## config.mk

```make
export PLATFORM = sky130hd
export DESIGN_NAME = nmi_watchdog
export DESIGN_NICKNAME = d
export VERILOG_FILES = /design/src/rtl/wdt_pkg.sv /design/src/rtl/wdt_clear_ctrl.sv /design/src/rtl/wdt_ripple_cnt.sv /design/src/rtl/wdt_irq_stage.sv /design/src/rtl/nmi_watchdog.sv
export SDC_FILE = /design/constraint.sdc
export NUM_CORES = 1
export LEC_CHECK = 0
export BUFFER_PORTS_ARGS = -buffer_cell sky130_fd_sc_hd__buf_4
export CAP_MARGIN = 20
export CORE_MARGIN = 2
export CORE_UTILIZATION = 54
export CTS_BUF_LIST = sky130_fd_sc_hd__clkbuf_4 sky130_fd_sc_hd__clkbuf_8
export CTS_CLUSTER_SIZE = 10
export DETAILED_ROUTE_END_ITERATION = 7
export GPL_TIMING_DRIVEN = 0
export PLACE_DENSITY_LB_ADDON = 0.3
export SLEW_MARGIN = 15
export SYNTH_ARGS = -nofsm -noshare
export SYNTH_HDL_FRONTEND = slang
export SYNTH_SLANG_ARGS = --single-unit
```

## constraint.sdc

```tcl
create_clock -name clk -period 1.9 [get_ports clk]
set_clock_uncertainty 0.2 [all_clocks]
set_input_delay 0.095 -clock clk [delete_from_list [all_inputs] [get_ports clk]]
set_output_delay 0.095 -clock clk [all_outputs]
set_load 0.005 [all_outputs]
```

## src/rtl/wdt_pkg.sv

```systemverilog
package wdt_pkg;

    localparam int WDT_CNT_W_DEFAULT = 14;

    typedef enum logic [1:0] {
        CLR_NONE = 2'd0,
        CLR_KICK = 2'd1,
        CLR_HOLD = 2'd2
    } clr_src_e;

    typedef struct packed {
        logic     clear;
        logic     advance;
        clr_src_e src;
    } cnt_cmd_t;

    typedef struct packed {
        logic nmi_n;
        logic guard;
    } irq_out_t;

    function automatic cnt_cmd_t decode_cmd(input logic tick, input logic kick,
                                            input logic hold);
        cnt_cmd_t c;
        c.clear   = kick | hold;
        c.advance = tick & ~(kick | hold);
        if (hold)      c.src = CLR_HOLD;
        else if (kick) c.src = CLR_KICK;
        else           c.src = CLR_NONE;
        return c;
    endfunction

    function automatic irq_out_t stage_to_irq(input logic stage);
        irq_out_t o;
        o.nmi_n = ~stage;
        o.guard = stage;
        return o;
    endfunction

endpackage

```

## src/rtl/wdt_clear_ctrl.sv

```systemverilog
module wdt_clear_ctrl
    import wdt_pkg::*;
(
    input  logic     tick_en,
    input  logic     kick,
    input  logic     hold_clr,
    output cnt_cmd_t cmd
);

    always_comb begin
        cmd = decode_cmd(tick_en, kick, hold_clr);
    end

endmodule

```

## src/rtl/wdt_ripple_cnt.sv

```systemverilog
module wdt_ripple_cnt
    import wdt_pkg::*;
#(
    parameter int CNT_W = WDT_CNT_W_DEFAULT
) (
    input  logic             clk,
    input  logic             rst,
    input  cnt_cmd_t         cmd,
    output logic [CNT_W-1:0] cnt
);

    logic [CNT_W:0] carry;

    assign carry[0] = cmd.advance;

    for (genvar i = 0; i < CNT_W; i++) begin : g_stage
        logic q;
        always_ff @(posedge clk) begin
            if (rst || cmd.clear) q <= 1'b0;
            else if (carry[i])    q <= ~q;
        end
        assign carry[i+1] = carry[i] & q;
        assign cnt[i]     = q;
    end

    AST_CLEAR_TO_ZERO: assert property (@(posedge clk) disable iff (rst)
        cmd.clear |=> (cnt == '0));

    AST_STEP_ONE: assert property (@(posedge clk) disable iff (rst)
        cmd.advance |=> (cnt == $past(cnt) + 1'b1));

    AST_IDLE_STILL: assert property (@(posedge clk) disable iff (rst)
        (!cmd.clear && !cmd.advance) |=> $stable(cnt));

endmodule

```

## src/rtl/wdt_irq_stage.sv

```systemverilog
module wdt_irq_stage
    import wdt_pkg::*;
(
    input  logic     tap,
    output irq_out_t irq
);

    always_comb begin
        irq = stage_to_irq(tap);
    end

endmodule

```

## src/rtl/nmi_watchdog.sv

```systemverilog
module nmi_watchdog
    import wdt_pkg::*;
#(
    parameter int CNT_W = WDT_CNT_W_DEFAULT
) (
    input  logic clk,
    input  logic rst,
    input  logic tick_en,
    input  logic kick,
    input  logic hold_clr,
    output logic nmi_n,
    output logic guard
);

    localparam int TAP = CNT_W - 1;

    cnt_cmd_t         cmd;
    logic [CNT_W-1:0] cnt;
    irq_out_t         irq;

    wdt_clear_ctrl u_clr (
        .tick_en  (tick_en),
        .kick     (kick),
        .hold_clr (hold_clr),
        .cmd      (cmd)
    );

    wdt_ripple_cnt #(.CNT_W(CNT_W)) u_cnt (
        .clk (clk),
        .rst (rst),
        .cmd (cmd),
        .cnt (cnt)
    );

    wdt_irq_stage u_irq (
        .tap (cnt[TAP]),
        .irq (irq)
    );

    assign nmi_n = irq.nmi_n;
    assign guard = irq.guard;

    AST_HOLD_KEEPS_QUIET: assert property (@(posedge clk) disable iff (rst)
        hold_clr |=> nmi_n);

    AST_KICK_RELEASES: assert property (@(posedge clk) disable iff (rst)
        (kick && !nmi_n) |=> nmi_n);

    AST_TRIP_ON_TICK: assert property (@(posedge clk) disable iff (rst)
        $fell(nmi_n) |-> ($past(tick_en) && !$past(kick) && !$past(hold_clr)));

    AST_RESET_QUIET: assert property (@(posedge clk)
        $past(rst) |-> (nmi_n && !guard));

endmodule

```

Word-level counts from Yosys, hierarchy flattened
Index checks and enable logic that the tools add are counted.
{"block": "word_totals", "reg_bits": 14, "output_inout_bits": 2, "input_bits": 5}
{"block": "classes", "n_reduce_logical": 1, "bitwise": 30}
{"operator": "$not A1 Y1", "n": 15}
{"operator": "$and A1 B1 Y1", "n": 14}
{"operator": "$logic_or A1 B1 Y1", "n": 1}
{"operator": "$or A1 B1 Y1", "n": 1}

Longest topological paths before layout
Gate-level depths: netlist of run 1.
{"block": "logic_depth", "depth_word": 16, "mapped_depth": 4, "ltp_nobuf": 3}

By module
From an unflattened synthesis of run 1, not the netlist that was laid out.
{"block": "unflattened", "hier_cells": 92, "area_unflattened_um2": 793.3}
{"module": "wdt_ripple_cnt", "n_inst": 1, "area_each_um2": 752.0, "cells_per_inst": 86, "seq_area_each_um2": 280.3}
{"module": "wdt_clear_ctrl", "n_inst": 1, "area_each_um2": 30.0, "cells_per_inst": 4, "seq_area_each_um2": 0.0}
{"module": "wdt_irq_stage", "n_inst": 1, "area_each_um2": 11.3, "cells_per_inst": 2, "seq_area_each_um2": 0.0}

Worst setup path after synthesis of run 1
Ideal clock, no wire load.
{"block": "synth_timing", "path_type": "register to register", "startpoint": "reg u_cnt.g_stage[3].q", "endpoint": "reg u_cnt.g_stage[10].q", "setup_ps": 72, "synth_period_minus_slack_ps": 1586, "setup_slack_ps": 314, "t_required_ps": 1628, "path_stages_with_launch": 5, "t_arrival_ps": 1315, "path_buffers": 1, "cell_sequence": "dfxtp_1 or3b_4 buf_6 nor4_2 mux2i_1"}
{"block": "synth_between", "elab_chain_cells": 7}
{"item": "start: declaration", "line_no": "wdt_ripple_cnt.sv:17", "rtl": "logic q;"}
{"item": "start signal: assignment", "line_no": "wdt_ripple_cnt.sv:20", "rtl": "else if (carry[i]) q <= ~q;"}
{"item": "$and A1 B1 Y1 (7 in a row)", "line_no": "wdt_ripple_cnt.sv:22", "rtl": "assign carry[i+1] = carry[i] & q;"}
{"item": "end signal: assignment", "line_no": "wdt_ripple_cnt.sv:20"}
{"item": "end: declaration", "line_no": "wdt_ripple_cnt.sv:17"}
No other way between the ends.
A chain may end at the register's enable or synchronous reset.

Worst setup path in the final report of run 1
{"block": "layout_timing", "startpoint": "in tick_en", "endpoint": "reg u_cnt.g_stage[13].q"}
{"block": "layout_between", "elab_chain_cells": 14}
{"item": "start: declaration", "line_no": "nmi_watchdog.sv:8", "rtl": "input logic tick_en,"}
{"item": "$and A1 B1 Y1", "line_no": "wdt_pkg.sv:26", "rtl": "c.advance = tick & ~(kick | hold);"}
{"item": "$and A1 B1 Y1 (13 in a row)", "line_no": "wdt_ripple_cnt.sv:22"}
{"item": "end signal: assignment", "line_no": "wdt_ripple_cnt.sv:20"}
{"item": "end: declaration", "line_no": "wdt_ripple_cnt.sv:17"}
No other way between the ends.

==> impl_metrics.tcl, run 1 <==
set metrics [dict create \
    yosysWarnings 0 \
    clock-sinks 14 \
    gp_congestion 0.7316 \
    drt-initial-drc-count 16 \
    largest_reg_flops 14 \
    largest_register "u_cnt.g_stage.q" \
    slew_headroom_pct 71.39 \
    fin_nets 97 \
    postLayoutCoreUtil_pct 65.78 \
    dp_hpwl_um 882.8 \
    async_flop_share_pct 0 \
    rows 13 \
    fin_setup_tns_ns 0 \
    diodes 0 \
    fmax_mhz 559.7 \
    fin_crit_ns 1.787 \
    min_path_type "primary input to flop" \
    die_w_um 40.41 \
    dpl_cell_area_sq_um 779.5 \
    ant_nets 0 \
    slew_violations 0 \
    grt_overflow 0 \
    max_cap_violations 0 \
    reg_top3 "u_cnt.g_stage.q x14" \
    netlist_instances 78 \
    synth_top_cell_by_area "dfxtp_1" \
    vias 611 \
    crit_required_ns 1.91 \
    clockRootBuffer "clkbuf_4" \
    irDropWorstVdd_mv 0.3170 \
    clk_pin_slew_ns 0.08 \
    leakagePower_nw 0.2358 \
    tightest_slew_ns 0.4291 \
    power_density_nw_per_um2 583.1 \
    cp-end-kind "flop" \
    place_inst 99 \
    rsz0062_at_grt "false" \
    antenna_found_initial 0 \
    synth-edff-count 0 \
    setup-violations-final 0 \
    clockBufferDepth 2 \
    synth.avg_cell_area_sq_um 9.175 \
    grt_util_all_layers_pct 20.50 \
    cts_buffers 3 \
    finalNonFillerCells 105 \
    core_sq_um 1269 \
    post-route-period-util_pct 94.04 \
    syn-num-nets 83 \
    crit_path_max_fanout 10 \
    ys_top_cells_by_area "dfxtp_1 39%, nor4_2 8.7%, mux2i_1 7.0%" \
    synth_most_common_cell "dfxtp_1" \
    die_height_um 40.41 \
    clock_latency_ns 0.27 \
    cts_tree "built" \
    nFillCells 117 \
    regArea_sq_um 280.3 \
    netlist.area_leader.share_pct 39.16 \
    grt_pass1_vias 507 \
    ios 7 \
    die_area_sq_um 1633 \
    synthFlopType "dfxtp_1" \
    multiInputGateArea_sq_um 404.1 \
    hold_viol_final 0 \
    htree_num_levels 1 \
    cp-start-kind "primary input" \
    status "completed" \
    path_class "primary input to flop" \
    avgRoutedWirePerCell_um 13.11 \
    drc 0 \
    syn_to_final_growth_pct 16.61 \
    dr.pass1.iters 5 \
    grt_max_degree 11 \
    arrival_ns 1.80 \
    syn_area_sq_um 715.7 \
    start_util_pct 56.41 \
    numPortBuffers 6 \
    seq_area_frac_synth_pct 39.16 \
    synthDistinctLibCells 23 \
    yosys-top-cells-count "14 x dfxtp_1, 9 x nand2_1, 5 x mux2i_1, 5 x nor4_2" \
    ys_seq_elements 14 \
    stdcell_area_sq_um 834.6 \
    post_drt_via_cell_ratio 5.819 \
    drive_above_1_share_pct 18.89 \
    drt-total-wl_um 1377 \
    grt_first_pass_wirelength_um 2159 \
]
-- cell usage in the layout, fill, tap and decap left out, drive strengths merged --
master,Yosys,routed
a21oi,4,4
and4,1,1
buf,2,8
clkbuf,2,5
dfxtp,14,14
dlygate4sd3,0,3
inv,2,2
mux2i,5,5
nand2,9,9
nand2b,4,4
nand3,3,3
nand4,4,4
nor2,4,4
nor3,2,2
nor4,5,5
o21a,2,2
o31ai,4,4
or3,1,1
or3b,1,1
or4,4,4
or4bb,1,1
xnor2,2,2
xor2,2,2
-- metrics by stage --
step / power [mW] / worst slack [ns] / hold WS (ns)
floorplan: 0.3103 / 0.3136 / 0.03180
global placement: 0.3208 / 0.2046 / 0.1639
detailed placement: 0.3214 / 0.1760 / 0.1779
CTS: 0.4923 / 0.1058 / 0.01252
global route: 0.5036 / 0.004804 / 0.05229
finish: 0.4866 / 0.1132 / 0.02081
-- metal layers --
layer | global-route usage (%) | part of all wire, % | vias up
li1 | - | - | 314
met1 | 25.25 | 48 | 278
met2 | 30.16 | 46 | 13
met3 | 3.889 | 3.1 | 6
met4 | 17.50 | 3.3 | 0
met5 | 0 | 0 | -
-- worst max-delay path, cell delays in order --
cell           delay, ns
dlygate4sd3_1       0.52
buf_4               0.12
nand4_1             0.25
buf_4               0.28
nor4_2              0.32
mux2i_1             0.21
-- report_power, final --
| group | internal [mW] | switching (mW) | total [mW] |
|---|---|---|---|
| clock network | 0.0734 | 0.0945 | 0.168 |
| registers | 0.294 | 0.000879 | 0.295 |
| logic | 0.0130 | 0.0110 | 0.0240 |
-- logic make-up (layout without fill, tap and decap cells) --
kind of cell / Yosys count / count (layout) / synth area share [%]
and+or+nand+nor: 39 / 39 / 35.49
muxes: 5 / 5 / 6.993
DFF: 14 / 14 / 39.16
buffers and inverters: 6 / 18 / 4.371
AOI/OAI and AO/OA: 10 / 10 / 9.091
xor gates and xnor gates: 4 / 4 / 4.896
-- final timing paths --
path              cells past startpoint                          endpoint                              from  slack, ns
hold / removal                        4  u_cnt.g_stage[13].q$_SDFFE_PP0P_                              kick       0.02
setup reg to reg                      4  u_cnt.g_stage[13].q$_SDFFE_PP0P_   u_cnt.g_stage[0].q$_SDFFE_PP0N_       0.17
hold reg to reg                       2  u_cnt.g_stage[12].q$_SDFFE_PP0P_  u_cnt.g_stage[12].q$_SDFFE_PP0P_       0.27
setup / recovery                      6  u_cnt.g_stage[13].q$_SDFFE_PP0P_                           tick_en       0.11
-- what timing repair did --
action	CTS	global route
endpoints found under the hold margin	4	0
gates resized for setup	0	2
hold buffers	3	0
setup endpoints to repair	0	1
setup buffers	0	0
-- area by class of cell --
| type | instances | area share (%) |
|---|---|---|
| Inverter | 2 | 0.8996 |
| Clock buffer | 3 | 2.699 |
| Buffer | 4 | 3.148 |
| Multi-Input combinational cell | 58 | 48.43 |
| Tap cell | 15 | 2.249 |
| Sequential cell | 14 | 33.58 |
| Timing Repair Buffer | 9 | 8.996 |
(Power assumes the default switching activity.)
==> run 2, diff against run 1 <==
--- a/config.mk
+++ b/config.mk
@@ -5,13 +5,13 @@
 export SDC_FILE = /design/constraint.sdc
 export NUM_CORES = 1
 export LEC_CHECK = 0
-export BUFFER_PORTS_ARGS = -buffer_cell sky130_fd_sc_hd__buf_4
 export CAP_MARGIN = 20
 export CORE_MARGIN = 2
 export CORE_UTILIZATION = 54
 export CTS_BUF_LIST = sky130_fd_sc_hd__clkbuf_4 sky130_fd_sc_hd__clkbuf_8
 export CTS_CLUSTER_SIZE = 10
 export DETAILED_ROUTE_END_ITERATION = 7
+export DONT_BUFFER_PORTS = 1
 export GPL_TIMING_DRIVEN = 0
 export PLACE_DENSITY_LB_ADDON = 0.3
 export SLEW_MARGIN = 15
==> run 2 against run 1 <==
  * Clock power grew 29%
  * Combinational power shrank 15%
  * Via count shrank 1.8%
  * Core utilization shrank 1.1 points
  * Sequential cell count is the same
  * Maximum frequency shrank 0.29%
  * Cell count shrank 2.9%
  * Largest cell class unchanged
  * Critical path type is now flop to flop
==> impl_metrics.tcl, run 2 (synthesis results as in run 1) <==
set metrics [dict create \
    cts_buffers 3 \
    die_height_um 40.41 \
    post-route-period-util_pct 94.32 \
    leakagePower_nw 0.2207 \
    reg_top3 "u_cnt.g_stage.q x14" \
    crit_family "simple AND/OR/NAND/NOR gates" \
    drt-total-wl_um 1409 \
    final_cell_mix "14 x dfxtp_1, 9 x nand2_1, 5 x nor4_2, 5 x mux2i_1, 5 x dlygate4sd3_1" \
    clkPwrFrac_pct 40.7 \
    clock_latency_ns 0.28 \
    min_path_type "primary input to flop" \
    crit_slowest_cell "dfxtp_1" \
    syn_to_final_growth_pct 14.69 \
    cts_tree "built" \
    drc 0 \
    rsz0062_at_grt "false" \
    power_uw 531.2 \
    clockRootBuffer "clkbuf_4" \
    timing.hold.ws_ns 0.05328 \
    largest_register "u_cnt.g_stage.q" \
    seqPwrFrac_pct 55.5 \
    status "completed" \
    ant_nets 0 \
    irDropWorstVdd_mv 0.4951 \
    power_density_nw_per_um2 647.2 \
    wl_met2_um 609 \
    rr_endpoint "u_cnt.g_stage[13].q$_SDFFE_PP0P_" \
    grt_overflow 0 \
    post_cts_resized 0 \
    hold_viol_final 0 \
    start_util_pct 56.41 \
    grt_max_degree 11 \
    r2r-start "u_cnt.g_stage[0].q$_SDFFE_PP0N_" \
    dp_hpwl_um 881.1 \
    cp_cell_sequence "nand4_1 -> buf_2 -> nor4_2 -> mux2i_1" \
    regToRegSetupSlack_ns 0.11 \
    max_stage_delay_ns 0.40 \
    min_from "tick_en" \
    p_int_uw 421.0 \
    crit_buf_inv 1 \
    path_class "flop to flop" \
    post_drt_via_cell_ratio 5.882 \
    gp_congestion 0.7255 \
    min_path_cells 3 \
    drt-initial-drc-count 14 \
    antenna_found_initial 0 \
    crit_path_max_fanout 10 \
    grt_pass1_vias 490 \
    p_sw_share_pct 20.74 \
    hold_path_end "u_cnt.g_stage[9].q$_SDFFE_PP0N_" \
    clock-sinks 14 \
    grt_util_all_layers_pct 19.41 \
    dr_wl_met3_um 42 \
    die_area_sq_um 1633 \
    clk_pin_slew_ns 0.09 \
    cp-end-kind "flop" \
    fin_setup_tns_ns 0 \
    fin_nets 93 \
    clockBufferDepth 2 \
    die_w_um 40.41 \
    arrival_ns 1.81 \
    drive_above_1_share_pct 13.79 \
    ios 7 \
    grt_first_pass_wirelength_um 2104 \
    avgRoutedWirePerCell_um 13.81 \
    core_sq_um 1269 \
    p_switching_uw 110.2 \
    diodes 0 \
    mostFrequentLayoutCell "dfxtp_1" \
    slew_headroom_pct 73.25 \
    largest_reg_flops 14 \
    m1WireLength_um 731 \
    postCtsSetupRepairBufs 0 \
    combPwrFrac_pct 3.8 \
    crit_required_ns 1.91 \
    cp-start-kind "flop" \
    rows 13 \
    vias 600 \
    dr.pass1.iters 4 \
    routed.top_layer "met4" \
    htree_num_levels 1 \
    max_cap_violations 0 \
    numPortBuffers 0 \
    fin_crit_ns 1.792 \
    slew_violations 0 \
    fmax_mhz 558.0 \
    r2r_cells 4 \
    setup-violations-final 0 \
    tightest_slew_ns 0.4012 \
]
==> run 2: changes by cell type in the layout (fill, tap and decap cells not counted) <==
cell           delta
buf_4             -7
dlygate4sd3_1     +2
buf_2             +1
clkbuf_8          +1
==> run 2: final cells by class <==
| class | instances | area [sq um] |
|---|---|---|
| clock buffers | 4 | 36.28 |
| inverters | 2 | 7.507 |
| flip-flops and latches | 14 | 280.3 |
| multi-input cells | 58 | 404.1 |
| repair buffers | 5 | 50.05 |
| well taps | 15 | 18.77 |
| fillers | 108 | 447.9 |
| plain buffers | 4 | 23.77 |
==> run 2: per-layer routing <==
layer  GRT usage (%)  vias to the layer above
met5               0                        -
met1           28.33                      278
met3           3.333                        4
met2           26.59                       13
met4           10.00                        0
li1                -                      305
==> run 2: worst max path at each step <==
stage / depth (start not counted) / start / slack (ns) / end
after floorplan: 4 / u_cnt.g_stage[3].q$_SDFFE_PP0N_ / 0.31 / u_cnt.g_stage[10].q$_SDFFE_PP0N_
after global placement: 4 / u_cnt.g_stage[0].q$_SDFFE_PP0N_ / 0.21 / u_cnt.g_stage[13].q$_SDFFE_PP0P_
after detailed placement: 4 / u_cnt.g_stage[0].q$_SDFFE_PP0N_ / 0.19 / u_cnt.g_stage[10].q$_SDFFE_PP0N_
after CTS: 4 / u_cnt.g_stage[0].q$_SDFFE_PP0N_ / 0.17 / u_cnt.g_stage[11].q$_SDFFE_PP0N_
after global routing: 4 / u_cnt.g_stage[0].q$_SDFFE_PP0N_ / 0.03 / u_cnt.g_stage[13].q$_SDFFE_PP0P_
final: 4 / u_cnt.g_stage[0].q$_SDFFE_PP0N_ / 0.11 / u_cnt.g_stage[13].q$_SDFFE_PP0P_
==> run 2: power by group through the flow <==
stage / logic (mW) / registers (mW) / clock network (mW)
after floorplan: 0.00879 / 0.301 / 0
after global placement: 0.0103 / 0.302 / 0
after detailed placement: 0.0105 / 0.302 / 0
after CTS: 0.0198 / 0.295 / 0.222
after global routing: 0.0224 / 0.295 / 0.228
final: 0.0204 / 0.295 / 0.216
==> run 2: repair_timing <==
action                                  in CTS  in global routing
hold buffers                                 5                  0
endpoints found under the hold margin       10                  0
endpoints found under the setup margin       0                  0
==> run 2: worst register-to-register path, stage by stage (launching register included) <==
cell and delay [ns]:
dfxtp_1 0.40, nand4_1 0.27, buf_2 0.30, nor4_2 0.34, mux2i_1 0.22
==> run 2: stage by stage <==
| step | setup WS (ns) | instances | utilization (%) | instance area (sq um) |
|---|---|---|---|---|
| after floorplan | 0.3136 | 78 | - | 715.7 |
| after global placement | 0.2090 | 93 | 57.89 | 734.5 |
| after detailed placement | 0.1907 | 93 | 57.89 | 734.5 |
| after CTS | 0.1660 | 102 | 64.69 | 820.8 |
| after global routing | 0.03000 | 102 | 64.69 | 820.8 |
| final | 0.1079 | 102 | 64.69 | 820.8 |
==> run 3, diff against run 2 <==
--- a/config.mk
+++ b/config.mk
@@ -6,7 +6,6 @@
 export NUM_CORES = 1
 export LEC_CHECK = 0
 export CAP_MARGIN = 20
-export CORE_MARGIN = 2
 export CORE_UTILIZATION = 54
 export CTS_BUF_LIST = sky130_fd_sc_hd__clkbuf_4 sky130_fd_sc_hd__clkbuf_8
 export CTS_CLUSTER_SIZE = 10
==> run 3 against run 2 <==
  * Combinational power up 3%
  * Clock-buffer cell count stayed put
  * Largest cell class unchanged
  * Cell count shrank 0.98%
  * Critical path type is now primary input to flop
  * Final area decreased by 0.15%
  * Register-to-register slack improved by 0.04 ns
  * Global-route usage grew 4.3 points
  * Via count is 1.3% lower
  * Sequential cell count did not move
  * Die area fell by 9.7%
==> impl_metrics.tcl, run 3 (synthesis results as in run 1) <==
set metrics [dict create \
    core_sq_um 1171 \
    crit_path_max_fanout 3 \
    regToRegSetupSlack_ns 0.15 \
    dp_hpwl_um 879.8 \
    vias 592 \
    max_cap_violations 0 \
    crit_slowest_cell "dlygate4sd3_1" \
    fin_ws_ns 0.1134 \
    crit_end "u_cnt.g_stage[9].q$_SDFFE_PP0N_" \
    drc 0 \
    clockRootBuffer "clkbuf_4" \
    hold_viol_final 0 \
    timing.hold.ws_ns 0.002388 \
    post-route-period-util_pct 94.03 \
    postCtsSetupRepairBufs 0 \
    fin_setup_tns_ns 0 \
    multiInputGateArea_sq_um 404.1 \
    clock_latency_ns 0.28 \
    nFillCells 92 \
    post_drt_via_cell_ratio 5.861 \
    arrival_ns 1.80 \
    drive_above_1_share_pct 13.79 \
    rsz0062_at_grt "false" \
    grt_util_all_layers_pct 23.69 \
    start_util_pct 61.11 \
    numPortBuffers 0 \
    mostFrequentLayoutCell "dfxtp_1" \
    combPwrFrac_pct 3.9 \
    min_path_type "primary input to flop" \
    seqPwrFrac_pct 55.4 \
    clock-sinks 14 \
    path_class "primary input to flop" \
    largest_reg_flops 14 \
    power_density_nw_per_um2 649.4 \
    status "completed" \
    die_w_um 38.41 \
    postLayoutCoreUtil_pct 69.98 \
    rows 12 \
    leakagePower_nw 0.2207 \
    crit_required_ns 1.92 \
    ant_nets 0 \
    htree_num_levels 1 \
    antenna_found_initial 0 \
    cp_common_cell "dlygate4sd3_1" \
    slew_headroom_pct 74.23 \
    setup-violations-final 0 \
    power_uw 532.2 \
    met3_usage_pct 5.233 \
    reg_top3 "u_cnt.g_stage.q x14" \
    die_area_sq_um 1475 \
    cp-start-kind "primary input" \
    rr_endpoint "u_cnt.g_stage[13].q$_SDFFE_PP0P_" \
    avgRoutedWirePerCell_um 13.48 \
    r2r_cells 4 \
    post_cts_resized 0 \
    fmax_mhz 559.7 \
    use_met2_pct 36.86 \
    p_sw_share_pct 20.86 \
    top_usage_layer "met2" \
    grt_first_pass_wirelength_um 2366 \
    diodes 0 \
    gp_congestion 0.7152 \
    cts_buffers 3 \
    r2r-start "u_cnt.g_stage[0].q$_SDFFE_PP0N_" \
    largest_register "u_cnt.g_stage.q" \
    slew_violations 0 \
    ios 7 \
    clk_pin_slew_ns 0.08 \
    regArea_sq_um 280.3 \
    grt_max_degree 11 \
    drt-initial-drc-count 7 \
    final_cell_mix "14 x dfxtp_1, 9 x nand2_1, 5 x nor4_2, 5 x mux2i_1, 5 x dlygate4sd3_1" \
    met1_usage_pct 30.11 \
    cp_cell_sequence "dlygate4sd3_1 -> nor3_1 -> dlygate4sd3_1 -> nand2b_1 -> mux2i_1" \
    cts_tree "built" \
    syn_to_final_growth_pct 14.51 \
    fin_crit_ns 1.787 \
    p_int_uw 421.2 \
    cp-end-kind "flop" \
    crit_start "kick" \
    cts_hold_buffers 5 \
    drt-total-wl_um 1361 \
    tightest_slew_ns 0.3866 \
    fin_nets 93 \
    clkPwrFrac_pct 40.7 \
    irDropWorstVdd_mv 0.5500 \
    grt_overflow 0 \
    preCtsSetupSlack_ns 0.1812 \
    max_stage_delay_ns 0.62 \
    clockBufferDepth 2 \
    dr.pass1.iters 4 \
    grt_pass1_vias 542 \
    p_switching_uw 111.0 \
    die_height_um 38.41 \
]
-- run 3: area by class of cell --
| class | instances | share of cell area, % |
|---|---|---|
| multi-input combinational | 58 | 49.31 |
| sequential | 14 | 34.20 |
| timing repair buffer | 5 | 6.107 |
| clock buffer | 4 | 4.427 |
| buffer | 4 | 2.901 |
| tap | 14 | 2.137 |
| inverter | 2 | 0.9160 |
-- run 3: stage by stage --
step	instances	area, sq um
after detailed placement	92	733.2
after global placement	92	733.2
after CTS	101	819.5
after floorplan	78	715.7
final	101	819.5
after global routing	101	819.5
-- run 3: worst min path at each step --
| stage | start | endpoint | slack, ns | cells past startpoint |
|---|---|---|---|---|
| 3_5_place_dp | tick_en | u_cnt.g_stage[0].q$_SDFFE_PP0N_ | 0.05 | 2 |
| 4_1_cts | tick_en | u_cnt.g_stage[3].q$_SDFFE_PP0N_ | 0.01 | 3 |
| 2_1_floorplan | tick_en | u_cnt.g_stage[0].q$_SDFFE_PP0N_ | 0.03 | 2 |
| 3_3_place_gp | tick_en | u_cnt.g_stage[0].q$_SDFFE_PP0N_ | 0.04 | 2 |
| 5_1_grt | tick_en | u_cnt.g_stage[3].q$_SDFFE_PP0N_ | 0.03 | 3 |
| 6_report | tick_en | u_cnt.g_stage[3].q$_SDFFE_PP0N_ | 0.002 | 3 |
-- run 3: critical path: cells and delay by family --
kind / cells / cell delay, ns
AND/OR/NAND/NOR: 2 / 0.36
multiplexers: 1 / 0.13
buffers and inverters: 2 / 1.21
-- run 3: layer usage --
layer / part of all wire, % / up-vias
met5: 0 / -
met1: 48 / 267
li1: - / 308
met3: 2.9 / 5
met4: 2.1 / 0
met2: 47 / 12
-- run 3: power by group through the flow --
stage | sequential [mW] | clock, mW | combinational, mW
floorplan | 0.301 | 0 | 0.00879
global placement | 0.302 | 0 | 0.0103
detailed placement | 0.302 | 0 | 0.0108
CTS | 0.295 | 0.219 | 0.0199
global route | 0.295 | 0.232 | 0.0228
finish | 0.295 | 0.216 | 0.0210
